$ cat config.mk
export PLATFORM = sky130hd
export DESIGN_NAME = rtc_ctrl_core
export DESIGN_NICKNAME = d
export VERILOG_FILES = /design/src/rtl/rtc_pkg.sv /design/src/rtl/rtc_ctrl.sv /design/src/rtl/rtc_time.sv /design/src/rtl/rtc_ctrl_core.sv
export SDC_FILE = /design/constraint.sdc
export NUM_CORES = 1
export LEC_CHECK = 0
export ABC_AREA = 0
export BUFFER_PORTS_ARGS = -buffer_cell sky130_fd_sc_hd__buf_4
export CORE_ASPECT_RATIO = 2
export CORE_UTILIZATION = 56
export DETAILED_ROUTE_END_ITERATION = 10
export PLACE_DENSITY_LB_ADDON = 0.2
export SYNTH_ARGS = -nofsm -noshare
export SYNTH_HDL_FRONTEND = slang
export SYNTH_HIERARCHICAL = 1
export SYNTH_SLANG_ARGS = --single-unit
$ cat constraint.sdc
create_clock -name clk -period 3.4 [get_ports clk]
set_clock_uncertainty 0.15 [all_clocks]
set_input_delay 0.17 -clock clk [delete_from_list [all_inputs] [get_ports clk]]
set_output_delay 0.17 -clock clk [all_outputs]
set_load 0.02 [all_outputs]
$ cat src/rtl/rtc_pkg.sv
package rtc_pkg;

  // Strobes passed from control to the time datapath
  typedef struct packed {
    logic       secInc;
    logic       wrSec;
    logic       wrMin;
    logic       wrHour;
    logic       mode24;
    logic [6:0] wrValue;
  } tStrobe_t;

  // Add one to a two-digit BCD value (no modulus applied)
  function automatic logic [7:0] bcdInc(input logic [7:0] v);
    if (v[3:0] == 4'd9) return {v[7:4] + 4'd1, 4'd0};
    return {v[7:4], v[3:0] + 4'd1};
  endfunction

endpackage

$ cat src/rtl/rtc_ctrl.sv
module rtc_ctrl
  import rtc_pkg::*;
#(
  parameter int PRESC_W  = 15,
  parameter int STOP_LSB = 2,
  parameter int RST_LSB  = 7
) (
  input  logic       clk,
  input  logic       rstN,
  input  logic       tickEn,
  input  logic       chipSel,
  input  logic       wrEn,
  input  logic [1:0] wrAddr,
  input  logic [6:0] wrData,
  output logic [3:0] ctrlBits,
  output tStrobe_t   strobe
);
  localparam int HIGH_W = PRESC_W - STOP_LSB;
  localparam int KEEP_W = RST_LSB - STOP_LSB;
  localparam logic [HIGH_W-1:0] KEEP_MASK = HIGH_W'((1 << KEEP_W) - 1);

  logic [3:0]          ctrlQ;
  logic [STOP_LSB-1:0] lowQ;
  logic [HIGH_W-1:0]   highQ, highNext;
  logic wrAct, lowWrap, fullWrap, resetBit, stopBit, testBit, wrSec;

  assign resetBit = ctrlQ[0];
  assign stopBit  = ctrlQ[1];
  assign testBit  = ctrlQ[3];
  assign wrAct    = wrEn & chipSel;
  assign wrSec    = wrAct && (wrAddr == 2'd1);

  // Control register; a low chip-select releases the hold bit
  always_ff @(posedge clk) begin
    if (!rstN)                        ctrlQ <= 4'b0100;
    else if (!chipSel)                ctrlQ[0] <= 1'b0;
    else if (wrEn && wrAddr == 2'd0)  ctrlQ <= wrData[3:0];
  end

  // Prescaler: low stages free-running, upper stages gated by STOP
  assign lowWrap  = tickEn & (&lowQ);
  assign fullWrap = lowWrap & (&highQ);

  always_comb begin
    highNext = highQ;
    if (lowWrap && !stopBit) highNext = highQ + 1'b1;
    if (resetBit)            highNext = highNext & KEEP_MASK;
  end

  always_ff @(posedge clk) begin
    if (!rstN || wrSec) begin
      lowQ  <= '0;
      highQ <= '0;
    end else begin
      if (tickEn) lowQ <= lowQ + 1'b1;
      highQ <= highNext;
    end
  end

  always_comb begin
    strobe.secInc  = !stopBit && (testBit ? lowWrap : fullWrap);
    strobe.wrSec   = wrSec;
    strobe.wrMin   = wrAct && (wrAddr == 2'd2);
    strobe.wrHour  = wrAct && (wrAddr == 2'd3);
    strobe.mode24  = ctrlQ[2];
    strobe.wrValue = wrData;
  end

  assign ctrlBits = ctrlQ;
endmodule

$ cat src/rtl/rtc_time.sv
module rtc_time
  import rtc_pkg::*;
(
  input  logic       clk,
  input  logic       rstN,
  input  tStrobe_t   strobe,
  output logic [7:0] secBcd,
  output logic [7:0] minBcd,
  output logic [7:0] hourBcd,
  output logic       pmRaw,
  output logic       secTick
);
  logic [7:0] secQ, minQ, hourQ, hourNext;
  logic       pmQ, pmNext, secWrap, minWrap, minInc, hourInc;

  assign secWrap = (secQ == 8'h59);
  assign minWrap = (minQ == 8'h59);
  assign minInc  = strobe.secInc & secWrap & ~strobe.wrSec;
  assign hourInc = minInc & minWrap & ~strobe.wrMin;

  always_comb begin
    hourNext = bcdInc(hourQ);
    pmNext   = pmQ;
    if (strobe.mode24) begin
      if (hourQ == 8'h23) hourNext = 8'h00;
    end else if (hourQ == 8'h12) begin
      hourNext = 8'h01;
    end else if (hourQ == 8'h11) begin
      pmNext = ~pmQ;
    end
  end

  always_ff @(posedge clk) begin
    if (!rstN) begin
      secQ <= '0; minQ <= '0; hourQ <= '0; pmQ <= 1'b0; secTick <= 1'b0;
    end else begin
      secTick <= strobe.secInc & ~strobe.wrSec;
      if (strobe.wrSec)       secQ <= {1'b0, strobe.wrValue};
      else if (strobe.secInc) secQ <= secWrap ? 8'h00 : bcdInc(secQ);
      if (strobe.wrMin)       minQ <= {1'b0, strobe.wrValue};
      else if (minInc)        minQ <= minWrap ? 8'h00 : bcdInc(minQ);
      if (strobe.wrHour) begin
        hourQ <= {2'b00, strobe.wrValue[5:0]};
        pmQ   <= strobe.wrValue[6];
      end else if (hourInc) begin
        hourQ <= hourNext;
        pmQ   <= pmNext;
      end
    end
  end

  assign secBcd  = secQ;
  assign minBcd  = minQ;
  assign hourBcd = hourQ;
  assign pmRaw   = pmQ;
endmodule

$ cat src/rtl/rtc_ctrl_core.sv
module rtc_ctrl_core
  import rtc_pkg::*;
#(
  parameter int PRESC_W  = 15,
  parameter int STOP_LSB = 2,
  parameter int RST_LSB  = 7
) (
  input  logic       clk,
  input  logic       rstN,
  input  logic       tickEn,
  input  logic       chipSel,
  input  logic       wrEn,
  input  logic [1:0] wrAddr,
  input  logic [6:0] wrData,
  output logic [7:0] secBcd,
  output logic [7:0] minBcd,
  output logic [7:0] hourBcd,
  output logic       pmFlag,
  output logic [3:0] ctrlBits,
  output logic       secTick
);
  tStrobe_t strobe;
  logic     pmRaw;

  rtc_ctrl #(.PRESC_W(PRESC_W), .STOP_LSB(STOP_LSB), .RST_LSB(RST_LSB)) u_ctrl (
    .clk(clk), .rstN(rstN), .tickEn(tickEn), .chipSel(chipSel), .wrEn(wrEn),
    .wrAddr(wrAddr), .wrData(wrData), .ctrlBits(ctrlBits), .strobe(strobe)
  );

  rtc_time u_time (
    .clk(clk), .rstN(rstN), .strobe(strobe), .secBcd(secBcd), .minBcd(minBcd),
    .hourBcd(hourBcd), .pmRaw(pmRaw), .secTick(secTick)
  );

  assign pmFlag = pmRaw & ~ctrlBits[2];
endmodule

Yosys cells after proc, flatten, opt, wreduce, memory -nomap -nowiden
Cells that the tools add are included.
{"block": "totals", "out_inout_bits": 30, "ramBits": 0, "latch_bits": 0, "elab_cells": 114, "romBits": 0, "reg_bits": 45, "inputBits": 14, "mem_count": 0}
{"block": "op_classes", "n_div": 0, "bitwise_logic": 14, "mux": 33, "shifts": 0, "n_eq_ne": 13, "n_reduce_logical": 31, "add_sub_neg": 8, "multipliers": 0, "order_cmp": 0}
{"operator": "2-to-1 mux 8 bit", "n": 11}
{"operator": "2-to-1 mux 7 bit", "n": 4}
{"operator": "adder 4 x 1 -> 4 bit, second input constant", "n": 6}
{"operator": "== test 8 x 5 -> 1 bit, second input constant", "n": 2}
{"operator": "== test 8 x 7 -> 1 bit, second input constant", "n": 2}
{"operator": "2-to-1 mux 1 bit", "n": 15}
{"operator": "AND reduction 2 bit", "n": 7}
{"operator": "adder 13 x 1 -> 13 bit, second input constant", "n": 1}
{"operator": "2-to-1 mux 13 bit", "n": 1}
{"operator": "AND reduction 13 bit", "n": 1}
{"operator": "== test 4 bit, second input constant", "n": 3}
{"operator": "2-to-1 mux 6 bit", "n": 2}
{"operator": "nonzero test 2 bit", "n": 6}
{"operator": "AND 1 bit", "n": 9}
{"operator": "== test 8 x 6 -> 1 bit, second input constant", "n": 1}
{"operator": "OR reduction 2 bit", "n": 4}
{"operator": "logical AND 1 bit", "n": 6}
{"operator": "nonzero test 3 bit", "n": 2}
{"operator": "NOT 1 bit", "n": 5}
{"operator": "== test 2 bit, second input constant", "n": 2}
{"operator": "!= test 2 bit, second input constant", "n": 2}
{"operator": "AND reduction 4 bit", "n": 1}
{"operator": "adder 2 x 1 -> 2 bit, second input constant", "n": 1}
{"operator": "== test 2 x 1 -> 1 bit, second input constant", "n": 1}
{"operator": "3 further kinds", "n": 4}

Logic depth before layout (Yosys ltp)
Gate-level depths: netlist (run 1).
{"block": "logic_depth", "word_depth": 14, "depth_mapped": 11}

Cells and area by module
The synthesis (run 1) kept the hierarchy.
{"module": "rtc_time", "seq_area_each_um2": 520.5, "area_each_um2": 1682.9, "cells_per_inst": 209, "instances": 1}
{"module": "rtc_ctrl", "seq_area_each_um2": 380.4, "area_each_um2": 968.4, "cells_per_inst": 107, "instances": 1}
{"module": "rtc_ctrl_core", "seq_area_each_um2": 0.0, "area_each_um2": 13.8, "cells_per_inst": 1, "instances": 1}

Worst setup path before layout (run 1)
OpenSTA, ideal clock, no wires.
{"block": "synth_timing", "path_type": "reg-to-reg", "start": "reg u_ctrl.lowQ[0]", "end": "reg u_time.hourQ[2], in the netlist u_time/hourBcd[2]", "path_slack_ns": 0.770, "stages_incl_launch_ff": 11, "t_arrival_ns": 2.406, "cell_sequence": "dfxtp_1 > ha_1 > nand4b_2 > nor4_2 > a22o_1 > buf_4 > and4b_1 > buf_4 > nand4_4 > or4b_1 > a31oi_1"}
{"item": "from (decl)", "line": "rtc_ctrl.sv:23", "rtl": "logic [STOP_LSB-1:0] lowQ;"}
{"item": "from (signal assigned)", "line": "rtc_ctrl.sv:55", "rtl": "if (tickEn) lowQ <= lowQ + 1'b1;"}
{"item": "to (signal assigned)", "line": "rtc_time.sv:43", "rtl": "hourQ <= {2'b00, strobe.wrValue[5:0]};"}
{"item": "to (signal assigned)", "line": "rtc_time.sv:46", "rtl": "hourQ <= hourNext;"}
{"item": "to (decl)", "line": "rtc_time.sv:13", "rtl": "logic [7:0] secQ, minQ, hourQ, hourNext;"}

==> summary.txt, run 1 <==
Timing
  – Final hold vios: 0
  – Final period utilization: between 80 and 90%
  – Slew @ Worst Pin: 0.602 ns
  – Unrepaired setup endpoints after global routing: false
  – Slew Viols, Final: 0
  – Max Freq: roughly 330 MHz
  – Setup TNS: 0 ns
  – Final Setup Violations: 0
  – Worst relative slew slack: just under 60%
  – Final min period: between 3 and 4 ns

Routing
  – DR WL/cell: about 16 um
  – Antenna Nets Post-Route: 0
  – WL final: ~6600 um
  – Via count: roughly 2500
  – Vias per std cell: 6.09
  – Residual DRC: 0
  – Iter 0 DRT Violations: 105
  – Detailed Routing Iterations Pass 1: 4

Global route
  – GR Util All Layers: between 20 and 30%
  – GRT Residual Overflow: 0
  – Largest net degree at the start of global routing: 28
  – First-pass GRT wire length: 10800 um
  – Vias in the first global route: roughly 2300
  – Antenna violations before repair: 0

Synthesis
  – Number of synthesized flops with an enable pin: 0
  – Post-Syn Area: 2670 um2
  – Syn Nets: 344
  – Mean Syn Cell Area: 8.41 um2
  – Distinct cells, synth: 58
  – Asr flop ratio synth: 0%
  – Flops & latches, synth: 45
  – Sequential fraction of the synthesis area: 33.8%
  – Synth warn: 6
  – Predominant post-synthesis flop cell: dfxtp_1
  – Syn Inst Count: 317

Die
  – Core footprint: between 4000 and 5000 um2
  – Chip Width: 50.8 um
  – Rows: 35
  – Die area: 5060 um2
  – # IOs: 44
  – Initial Utilization: 58.0%
  – Die height: 99.6 um

Final layout
  – Fin nets: ~380
  – Antenna cells: 0
  – Share of layout cells above drive strength 1: 18.8%
  – Post-route cell area: 3100 um2
  – Final cell count without fillers: 407
  – Synth-to-layout area growth: 16.2%

Clocking
  – Clock Path Buffers: 2
  – TritonCTS buffer count: 5
  – Clk_lat worst skew: about 0.3 ns
  – TritonCTS clock tree: yes
  – Clock transition at path regs: 0.09 ns
  – Clock sinks: 45
  – CTS H-tree depth: 2
  – CTS root buf: clkbuf_8

Worst setup path
  – CP endpoint kind: register
  – Critical Path AT: 3.11 ns
  – Worst-path maximum fanout: 16
  – Kind of critical path: reg -> reg
  – Req. time, crit path: 3.48 ns
  – Startpoint types: register

Run
  – Maxcap violations: 0

Place
  – Dpl cells: 396
  – Global placer's final weighted congestion: 0.881
  – IO buf count: 43
  – Post-DP Area: around 2900 um2
  – DP Wirelength: around 4900 um

Status
  – Status: complete, no violations

Pwr
  – Leak pwr: around 1.2 nW
  – Max rail drop VDD: between 0.2 and 0.3 mV
  – PwrDens: 349 nW/um2

Min path
  – Worst Hold Class: in -> reg
[final cells by class]
cell class / instances / area, um2
multi-input combinational: 236 / 1580
fill: 400 / 1500
sequential: 45 / 901
timing repair buffer: 48 / 368
clock buffer: 6 / 82.6
tap: 55 / 68.8
inverter: 15 / 56.3
clock inverter: 2 / 37.5
[cells in the mapped netlist, types with 2 or more instances]
cell type	instances	area, um2
buf_2	3	15.0
nor2_1	30	113
or4_1	3	22.5
a211oi_1	3	22.5
nand4_1	7	43.8
nor4_2	2	25.0
o21ai_0	21	105
dfxtp_1	45	901
a31oi_1	4	25.0
nor4_1	3	18.8
and3b_1	3	26.3
a211o_1	3	26.3
a41oi_1	2	17.5
o31ai_1	3	22.5
clkbuf_1	6	22.5
a311o_1	2	20.0
inv_1	15	56.3
nor2b_1	4	25.0
nor3b_1	3	22.5
a311oi_1	3	26.3
or3_1	3	18.8
nand3b_1	3	22.5
xor2_1	6	52.6
o211ai_1	4	30.0
nand2_1	22	82.6
mux2i_1	8	80.1
xnor2_1	6	52.6
nand3_1	15	75.1
nand2b_1	3	18.8
buf_4	11	82.6
ha_1	13	163
and3_1	6	37.5
a21oi_1	19	95.1
nor3_1	9	45.0
[worst paths after layout]
| path | start | to | slack (ns) | cells after the start |
|---|---|---|---|---|
| min | tickEn | u_ctrl/lowQ[0]$_SDFFE_PP0P_ | 0.02 | 3 |
| min reg2reg | u_ctrl/lowQ[1]$_SDFFE_PP0P_ | u_ctrl/lowQ[1]$_SDFFE_PP0P_ | 0.37 | 2 |
| max | u_ctrl/lowQ[0]$_SDFFE_PP0P_ | u_time/hourBcd[2]$_SDFFE_PN0P_ | 0.37 | 8 |
| max reg2reg | u_ctrl/lowQ[0]$_SDFFE_PP0P_ | u_time/hourBcd[2]$_SDFFE_PN0P_ | 0.37 | 8 |
[sequential cells by signal (all words and copies together) (netlist names)]
register / cells
u_time/minBcd: 8
u_time/pmRaw: 1
u_ctrl/lowQ: 2
u_time/secTick: 1
u_time/secBcd: 8
u_ctrl/ctrlBits: 4
u_time/hourBcd: 8
u_ctrl/highQ: 13
[kinds of logic (layout without fill, tap and decap cells)]
logic type / count (synthesis) / in the layout / share of synthesized area [%]
adder cells (fa/ha/maj): 13 / 13 / 6.10
AND/OR/NAND/NOR: 133 / 133 / 29.7
XOR/XNOR: 12 / 12 / 3.94
buffers and inverters: 36 / 71 / 6.76
multiplexers: 8 / 8 / 3.00
flip-flops: 45 / 45 / 33.8
AO/OA/AOI/OAI: 70 / 70 / 16.7
[metrics by stage]
| step | hold slack (ns) | total power, mW | worst slack [ns] | utilization (%) |
|---|---|---|---|---|
| floorplan | 0.0819 | 0.624 | 0.770 | - |
| global placement | 0.271 | 0.661 | 0.522 | 64.1 |
| detailed placement | 0.276 | 0.663 | 0.424 | 64.1 |
| finish | 0.0236 | 1.08 | 0.368 | 67.4 |
| CTS | 0.0215 | 1.08 | 0.396 | 67.4 |
| global route | 0.0172 | 1.12 | 0.147 | 67.4 |
[worst max-delay path, stage by stage, from the launching register on]
cell and delay (ns):
dfxtp_1 0.36, ha_1 0.21, nand4b_2 0.20, nor4_2 0.39, a22o_1 0.35, and4b_1 0.32
nand4_4 0.23, or4b_1 0.56, a31oi_1 0.19
[repair_timing]
action,in CTS,in global routing
gates resized for setup,0,0
hold endpoints to repair,3,0
setup endpoints to repair,0,0
hold buffers,3,0
buffers inserted,0,0
[layout by cell type, fill, tap and decap left out, types with 4 or more instances in the layout]
cell / count
o211ai_1: 4
a31oi_1: 4
and3_1: 6
clkbuf_8: 6
xor2_1: 6
nand3_1: 15
buf_4: 45
nand4_1: 7
ha_1: 13
nor2b_1: 4
nand2_1: 22
inv_1: 15
xnor2_1: 6
a21oi_1: 19
nor3_1: 9
nor2_1: 30
mux2i_1: 8
o21ai_0: 21
dfxtp_1: 45
[per-layer routing]
metal	vias to the layer above	track usage (%)	part of all wire (%)
met1	1177	30.2	38
met4	0	9.83	1.4
met3	8	3.52	3.9
met5	-	0	0
li1	1214	-	-
met2	81	53.9	57
[power by group]
| group | switching, mW | total (mW) | internal (mW) |
|---|---|---|---|
| combinational | 0.0583 | 0.102 | 0.0434 |
| sequential | 0.0153 | 0.553 | 0.538 |
| clock | 0.187 | 0.426 | 0.239 |
No activity file was read; power rests on OpenSTA's default activity.
==> inputs of run 2 (changes only) <==
==> constraint.sdc (replaced) <==
create_clock -name clk -period 3.4 [get_ports clk]
set_clock_uncertainty 0.15 [all_clocks]
set_input_delay 0.51 -clock clk [delete_from_list [all_inputs] [get_ports clk]]
set_output_delay 0.51 -clock clk [all_outputs]
set_load 0.02 [all_outputs]
==> summary.txt, run 2 (same netlist as run 1, synthesis figures left out) <==
Status
  – Status: complete, no violations

Clocking
  – Clock sinks: 45
  – Hold Buf Count CTS: 0
  – Clk_lat worst skew: 0.30 ns
  – Post-cts resize count: 0
  – Post-CTS Setup Repair Bufs: 0
  – Clock Path Buffers: 2
  – CTS root buf: clkbuf_8
  – CTS H-tree depth: 2
  – Clock transition at path regs: roughly 0.090 ns
  – TritonCTS buffer count: 5
  – TritonCTS clock tree: yes

Global route
  – Largest net degree at the start of global routing: 28
  – GRT Residual Overflow: 0
  – GR Util All Layers: 27.2%
  – First-pass GRT wire length: 10400 um
  – Vias in the first global route: roughly 2200
  – Antenna violations before repair: 0

Die
  – Die area: about 5000 um2
  – Chip Width: 50.8 um
  – Rows: 35
  – Initial Utilization: 58.0%
  – Core footprint: roughly 4600 um2
  – Die height: 99.6 um
  – # IOs: 44

Routing
  – Detailed Routing Iterations Pass 1: 4
  – DR WL/cell: 15.8 um
  – Vias per std cell: between 5 and 6
  – Via count: ~2400
  – Iter 0 DRT Violations: 50
  – WL final: 6430 um
  – Antenna Nets Post-Route: 0
  – Residual DRC: 0

Run
  – Maxcap violations: 0

Worst setup path
  – Buf/Inv on CP: 0
  – Slowest cell on crit path: or4b_1
  – Worst-path maximum fanout: 14
  – Critical Path AT: 2.99 ns
  – Crit. path cell count: 8
  – Crit path cell chain: ha_1 > nand4b_2 > nor4_2 > a22o_1 > and4b_1 > nand4_4 > or4b_1 > a31oi_1
  – Delay-heaviest family, CP: simple AND/OR/NAND/NOR gates
  – Startpoint types: register
  – Req. time, crit path: 3.48 ns
  – Max incr delay on CP: 0.56 ns
  – Kind of critical path: reg -> reg
  – CP endpoint kind: register
  – Cells on worst reg2reg path: 8

Timing
  – Unrepaired setup endpoints after global routing: false
  – Final Setup Violations: 0
  – Slew Viols, Final: 0
  – Max Freq: 343 MHz
  – Slew @ Worst Pin: 0.622 ns
  – Worst relative slew slack: between 50 and 60%
  – Final period utilization: between 80% and 90%
  – Final hold vios: 0
  – Setup TNS: 0 ns
  – Final WS setup: roughly 0.48 ns
  – Final min period: 2.92 ns

Final layout
  – Antenna cells: 0
  – Share of layout cells above drive strength 1: 19.6%
  – # fillers: about 400
  – Fin nets: 378
  – Commonest non-fill, non-tap cell in the layout: buf_4
  – Synth-to-layout area growth: 15.3%
  – Largest register FFs: 13
  – Most frequent cells in the layout: 48 x buf_4, 45 x dfxtp_1, 30 x nor2_1
  – Top reg by flops: u_ctrl/highQ

Place
  – Setup Slack @ Placement: 0.464 ns
  – Global placer's final weighted congestion: 0.857
  – DP Wirelength: 4880 um
  – IO buf count: 43

Pwr
  – Max rail drop VDD: 0.376 mV
  – Leak pwr: 1.24 nW
  – PwrDens: 332 nW/um2

Min path
  – Worst Hold Class: in -> reg
  – Hold depth: 3
run 2: cell count changes in the layout (fill, tap and decap cells not counted), sizes merged:
| cell | previous run | this run |
|---|---|---|
| buf | 45 | 48 |
| bufinv | 1 | 0 |
| clkinvlp | 1 | 0 |
| dlygate4sd3 | 3 | 0 |
| clkbuf | 6 | 7 |
| clkinv | 0 | 1 |
run 2: routing by layer:
layer  vias up  global-route usage (%)  share of wire, %
met1      1149                    27.9                38
met3        16                    3.98               3.4
met5         -                       0                 0
met2        60                    51.5                56
li1       1214                       -                 -
met4         0                    12.6               3.1
run 2: path summary, 6_finish.rpt:
kind | startpoint | slack (ns) | end
max | u_ctrl/lowQ[0]$_SDFFE_PP0P_ | 0.48 | u_time/hourBcd[2]$_SDFFE_PN0P_
min | chipSel | 0.31 | u_ctrl/ctrlBits[0]$_SDFFE_PN0N_
max reg2reg | u_ctrl/lowQ[0]$_SDFFE_PP0P_ | 0.48 | u_time/hourBcd[2]$_SDFFE_PN0P_
min reg2reg | u_ctrl/highQ[11]$_SDFFE_PP0P_ | 0.35 | u_ctrl/highQ[11]$_SDFFE_PP0P_
run 2: worst reg2reg max path: cells and delay by family (launching register included):
kind                       cells  cell delay, ns
DFF                            1            0.35
and+or+nand+nor                5            1.74
AOI/OAI and AO/OA              2            0.40
adders and majority gates      1            0.21
run 2: area by class of cell:
type,instances,area (um2),area share [%]
well taps,55,68.8,2.24
clock inverters,1,5.00,0.163
flip-flops and latches,45,901,29.3
inverters,15,56.3,1.83
clock buffers,7,96.3,3.14
repair buffers,48,360,11.7
multi-input cells,236,1580,51.6
run 2: where the power goes:
group | total, mW | internal (mW) | switching (mW) | leakage, nW
registers | 0.552 | 0.538 | 0.0149 | 0.364
clock network | 0.369 | 0.184 | 0.185 | 0.0542
logic | 0.0994 | 0.0416 | 0.0578 | 0.817
total | 1.02 | 0.763 | 0.258 | 1.24
run 2: through the flow:
stage	power [mW]	cells	util [%]	hold WS, ns	instance area (um2)
floorplan	0.624	317	-	0.315	2670
global placement	0.662	399	64.6	0.328	2970
detailed placement	0.664	399	64.6	0.334	2970
CTS	1.03	407	66.8	0.303	3070
global route	1.06	407	66.8	0.311	3070
finish	1.02	407	66.8	0.312	3070
